## src/rtl/wpa_pkg.sv

```systemverilog
package wpa_pkg;
  typedef enum logic [1:0] {
    ST_IDLE  = 2'd0,
    ST_JUDGE = 2'd1,
    ST_BUSY  = 2'd2
  } wpa_state_e;
endpackage

```

## src/rtl/wpa_lock_regs.sv

```systemverilog
module wpa_lock_regs #(
  parameter int IDX_W   = 4,
  parameter int NUM_BLK = 1 << IDX_W
) (
  input  logic               clk,
  input  logic               rst_n,
  input  logic               wr_en,
  input  logic [IDX_W-1:0]   wr_idx,
  input  logic               wr_bit,
  output logic [NUM_BLK-1:0] lock_vec
);
  logic [NUM_BLK-1:0] lock_q;

  for (genvar g = 0; g < NUM_BLK; g++) begin : g_lock
    always_ff @(posedge clk) begin
      if (!rst_n)
        lock_q[g] <= 1'b1;
      else if (wr_en && (wr_idx == IDX_W'(g)))
        lock_q[g] <= wr_bit;
    end
  end

  assign lock_vec = lock_q;


  lock_store_chk: assert property (@(posedge clk) disable iff (!rst_n)
    wr_en |=> lock_q[$past(wr_idx)] == $past(wr_bit));
endmodule

```

## src/rtl/wpa_judge.sv

```systemverilog
module wpa_judge #(
  parameter int IDX_W = 4
) (
  input  logic             clk,
  input  logic             rst_n,
  input  logic             capture,
  input  logic             tbl_n_i,
  input  logic             wp_n_i,
  input  logic [IDX_W-1:0] blk_idx,
  input  logic             lock_bit,
  output logic             deny
);
  logic tbl_n_q, wp_n_q;
  logic is_boot;

  // pins are held from acceptance to the end of the operation
  always_ff @(posedge clk) begin
    if (!rst_n) begin
      tbl_n_q <= 1'b0;
      wp_n_q  <= 1'b0;
    end else if (capture) begin
      tbl_n_q <= tbl_n_i;
      wp_n_q  <= wp_n_i;
    end
  end

  assign is_boot = &blk_idx;

  always_comb begin
    if (is_boot) deny = !tbl_n_q || lock_bit;
    else         deny = !wp_n_q  || lock_bit;
  end
endmodule

```

## src/rtl/blk_wprot_arbiter.sv

```systemverilog
module blk_wprot_arbiter
  import wpa_pkg::*;
#(
  parameter int ADDR_W = 20,
  parameter int BLK_W  = 16
) (
  input  logic                    clk,
  input  logic                    rst_n,
  input  logic                    tbl_n_i,
  input  logic                    wp_n_i,
  input  logic                    req_valid_i,
  output logic                    req_ready_o,
  input  logic [ADDR_W-1:0]       req_addr_i,
  output logic                    grant_o,
  output logic                    reject_o,
  output logic [ADDR_W-1:0]       op_addr_o,
  input  logic                    op_done_i,
  input  logic                    cfg_wr_i,
  input  logic [ADDR_W-BLK_W-1:0] cfg_idx_i,
  input  logic                    cfg_wdata_i,
  input  logic [ADDR_W-BLK_W-1:0] cfg_rd_idx_i,
  output logic                    cfg_rdata_o
);
  localparam int IDX_W   = ADDR_W - BLK_W;
  localparam int NUM_BLK = 1 << IDX_W;

  wpa_state_e         st_q, st_d;
  logic [ADDR_W-1:0]  addr_q;
  logic [NUM_BLK-1:0] lock_vec;
  logic [IDX_W-1:0]   cur_idx;
  logic               accept, deny;

  assign accept  = req_valid_i && (st_q == ST_IDLE);
  assign cur_idx = addr_q[ADDR_W-1:BLK_W];

  wpa_lock_regs #(.IDX_W(IDX_W), .NUM_BLK(NUM_BLK)) u_regs (
    .clk      (clk),
    .rst_n    (rst_n),
    .wr_en    (cfg_wr_i),
    .wr_idx   (cfg_idx_i),
    .wr_bit   (cfg_wdata_i),
    .lock_vec (lock_vec)
  );

  wpa_judge #(.IDX_W(IDX_W)) u_judge (
    .clk      (clk),
    .rst_n    (rst_n),
    .capture  (accept),
    .tbl_n_i  (tbl_n_i),
    .wp_n_i   (wp_n_i),
    .blk_idx  (cur_idx),
    .lock_bit (lock_vec[cur_idx]),
    .deny     (deny)
  );

  always_comb begin
    st_d = st_q;
    case (st_q)
      ST_IDLE:  if (accept) st_d = ST_JUDGE;
      ST_JUDGE: st_d = deny ? ST_IDLE : ST_BUSY;
      ST_BUSY:  if (op_done_i) st_d = ST_IDLE;
      default:  st_d = ST_IDLE;
    endcase
  end

  always_ff @(posedge clk) begin
    if (!rst_n) begin
      st_q   <= ST_IDLE;
      addr_q <= '0;
    end else begin
      st_q <= st_d;
      if (accept) addr_q <= req_addr_i;
    end
  end

  assign req_ready_o = (st_q == ST_IDLE);
  assign grant_o     = (st_q == ST_JUDGE) && !deny;
  assign reject_o    = (st_q == ST_JUDGE) && deny;
  assign op_addr_o   = addr_q;
  assign cfg_rdata_o = lock_vec[cfg_rd_idx_i];


  verdict_after_accept_chk: assert property (@(posedge clk) disable iff (!rst_n)
    (grant_o || reject_o) |-> $past(req_valid_i && req_ready_o));

  boot_pin_chk: assert property (@(posedge clk) disable iff (!rst_n)
    (grant_o && (&op_addr_o[ADDR_W-1:BLK_W])) |-> $past(tbl_n_i));

  array_pin_chk: assert property (@(posedge clk) disable iff (!rst_n)
    (grant_o && !(&op_addr_o[ADDR_W-1:BLK_W])) |-> $past(wp_n_i));

  busy_hold_chk: assert property (@(posedge clk) disable iff (!rst_n)
    grant_o |=> !req_ready_o);

  reject_free_chk: assert property (@(posedge clk) disable iff (!rst_n)
    reject_o |=> req_ready_o);
endmodule

```

## config.mk

```make
export PLATFORM = sky130hd
export DESIGN_NAME = blk_wprot_arbiter
export DESIGN_NICKNAME = d
export VERILOG_FILES = /design/src/rtl/wpa_pkg.sv /design/src/rtl/wpa_lock_regs.sv /design/src/rtl/wpa_judge.sv /design/src/rtl/blk_wprot_arbiter.sv
export SDC_FILE = /design/constraint.sdc
export NUM_CORES = 1
export LEC_CHECK = 0
export CAP_MARGIN = 20
export CORE_UTILIZATION = 49
export DETAILED_ROUTE_END_ITERATION = 8
export PLACE_DENSITY = 0.88
export SKIP_LAST_GASP = 1
export SLEW_MARGIN = 20
export SYNTH_ARGS = -nofsm -noshare
export SYNTH_HDL_FRONTEND = slang
export SYNTH_HIERARCHICAL = 1
export SYNTH_SLANG_ARGS = --single-unit
```

## constraint.sdc

```tcl
create_clock -name clk -period 4 [get_ports clk]
set_input_delay 1.2 -clock clk [delete_from_list [all_inputs] [get_ports clk]]
set_output_delay 1.2 -clock clk [all_outputs]
set_load 0.02 [all_outputs]
```

==> reports/summary.txt <==
Fin. max-slew vios: 0
Hold Buf Count CTS: 0
Starting density of the core: 0.512
Clk_skew: 0.00500 ns
Hold path cells: 2
Vias: 1,661
DRT iter0 DRCs: 113
Clk sinks: 40
RSZ-0062 raised after global routing: false
CTS clock-pin slew for the worst setup and hold paths: 0.08 ns
Top cells by count, synth: nand2_1 (57), dfxtp_1 (40), a21boi_1 (18), nand3_1 (17), o21ai_0 (12)
Clock Path Buffers: 2
Worst-Skew Late Latency: 0.29 ns
Number of global-route vias before repair: 1,564
RR Startpoint: op_addr_o[16]
Final worst path period need: 3.74 ns
Critical setup path kind: register to primary output
Clock root buffer: clkbuf_8
ANT cells: 0
Ranking of synthesized cells by area: dfxtp_1 (43%), nand2_1 (11%), a21boi_1 (7.2%), mux4_1 (5.6%), mux2i_1 (4.8%)
Worst hold-check path type: register to register
CP Max Fanout: 7
Hold_ws: 0.451 ns
Maxcap violations: 0
Post-synth EDFFs: 0
Post-synth cell types: 30
Max Clk Rate: 268 MHz
Initial antenna violation count: 0
Seq/Total Area, Yosys: 0.427
Row count: 22
Die Wd: 63.9 um
Flop2flop setup slack: 1.96 ns
Cell taking the most area after synthesis: dfxtp_1
Buffers on Ports: 59
Mapped Nets: 239
Max-slew headroom: 0.608
Layout cell share with drive strength beyond 1: 0.0840
Most frequent cell after synthesis: nand2_1
Core area: 3660 um2
Min-delay src: op_addr_o[3]
Status: finished, final reports clean
Remaining antenna violation count: 0
Fin crit share: 0.934
DP Wirelength: 2980 um
Post-CTS Setup Bufs: 0
Drt wl/cell: 13.5 um
Worst VDD drop: 0.215 mV
First-pass GRT wire length: 7070 um
# IOs: 60
Pre-antenna DRT Iters: 4
Pwr dens: 346 nW/um2
Total global routing overflow: 0
Main flop type after synthesis: dfxtp_1
Worst EP arrival: 2.54 ns
Yosys reg bits: 40
CTS tree: yes
Via/cell ratio: 5.36
Synthesis warning total: 6
Share of the synthesized area in the top cell type: 0.427
Clock buffer count from CTS: 5
Final Hold Vio Count: 0
Area Growth Syn to Fin: 37.4%
P_leak: 0.948 nW
Total die area: 4080 um2
Post-synthesis cell area: 1880 um2
Worst r2r dst: st_q[1]
DRC Markers: 0
Syn avg cell area: 9.24 um2
Routability congestion estimate: 0.888
Worst Max-Slew Pin Slew: 0.588 ns
Largest net degree at the start of global routing: 41
Crit start category: register
GR Util All Layers: 0.229
Crit path capture type: primary output
Nets: 297
Final Setup Violations: 0
Die height: 63.9 um
Final wirelength: 4190 um
H-Tree Depth: 2
WP data required: 2.80 ns
Depth of the most critical reg-to-reg path: 8
Hold worst-path end: op_addr_o[3]
Fin util: 0.704
Syn Inst Count: 203
FFs w/ async S/R, synth: 0
layout by cell type (no fill, tap or decap), drive strengths merged, types with 3 or more instances in the layout:
cell and n:
nand2 57, clkbuf 7, and3b 5, mux2i 9, clkdlybuf4s50 55, a21boi 20
nor3b 3, o21ai 16, nand3 17, nor2b 3, mux4 8, dfxtp 40
per-layer routing:
metal	global-route usage	wire [um]	vias up
met4	0.114	92	0
li1	-	-	829
met3	0.0554	264	10
met5	0	0	-
met2	0.384	2010	66
met1	0.270	1820	756
stage by stage:
step | power, W | worst slack (ns) | instance area [um2] | cells | setup TNS (ns)
finish | 0.000891 | 0.263 | 2580 | 310 | 0
global route | 0.000930 | 0.140 | 2580 | 310 | 0
CTS | 0.000899 | -0.0611 | 2580 | 310 | -0.0611
detailed placement | 0.000583 | -0.345 | 2470 | 302 | -0.345
global placement | 0.000581 | -0.318 | 2470 | 302 | -0.318
floorplan | 0.000509 | 0.612 | 1880 | 203 | 0
final cells by class:
cell class                      count  area, um2
Fill cell                         293       1080
Multi-Input combinational cell    154       1020
Sequential cell                    40        802
Timing Repair Buffer               59        586
Clock buffer                        6       72.6
Tap cell                           48       60.1
Clock inverter                      2       35.0
Inverter                            1       3.75
worst max path at each step:
stage	start	end	slack, ns	cells past startpoint
global route	op_addr_o[16]	reject_o	0.14	7
floorplan	op_addr_o[16]	grant_o	0.61	7
detailed placement	cfg_rd_idx_i[0]	cfg_rdata_o	-0.35	5
finish	op_addr_o[16]	reject_o	0.26	7
global placement	cfg_rd_idx_i[0]	cfg_rdata_o	-0.32	5
CTS	cfg_rd_idx_i[1]	cfg_rdata_o	-0.06	5
critical path, stage by stage, from the launching register on:
cell and delay (ns):
dfxtp_2 0.42, mux4_1 0.58, mux2i_1 0.15, mux2i_1 0.10, and2b_1 0.19, mux2i_1 0.09, and3b_1 0.19, clkdlybuf4s50_1 0.53
sequential cells by signal (all words and copies together), names as in the netlist:
register and count:
u_judge/tbl_n_q 1, u_judge/wp_n_q 1, op_addr_o 20, st_q 2, u_regs/lock_vec 16
cell families (layout without fill, tap and decap cells):
kind of cell | count (synthesis) | in the layout | share of synthesized area
compound gates | 37 | 37 | 0.125
buf+inv | 9 | 68 | 0.0307
flops | 40 | 40 | 0.427
mux | 17 | 17 | 0.152
simple gates | 100 | 100 | 0.265
where the power goes:
group / switching [W] / internal, W / leakage [nW] / total [W]
clock: 0.000133 / 0.000185 / 0.0552 / 0.000318
sequential: 0.0000126 / 0.000416 / 0.328 / 0.000428
combinational: 0.0000660 / 0.0000790 / 0.565 / 0.000145
timing repair:
| action | CTS | global route |
|---|---|---|
| endpoints found under the hold margin | 0 | 0 |
| setup endpoints to repair | 2 | 2 |
| gates resized for setup | 3 | 3 |
(Power assumes the default switching activity.)
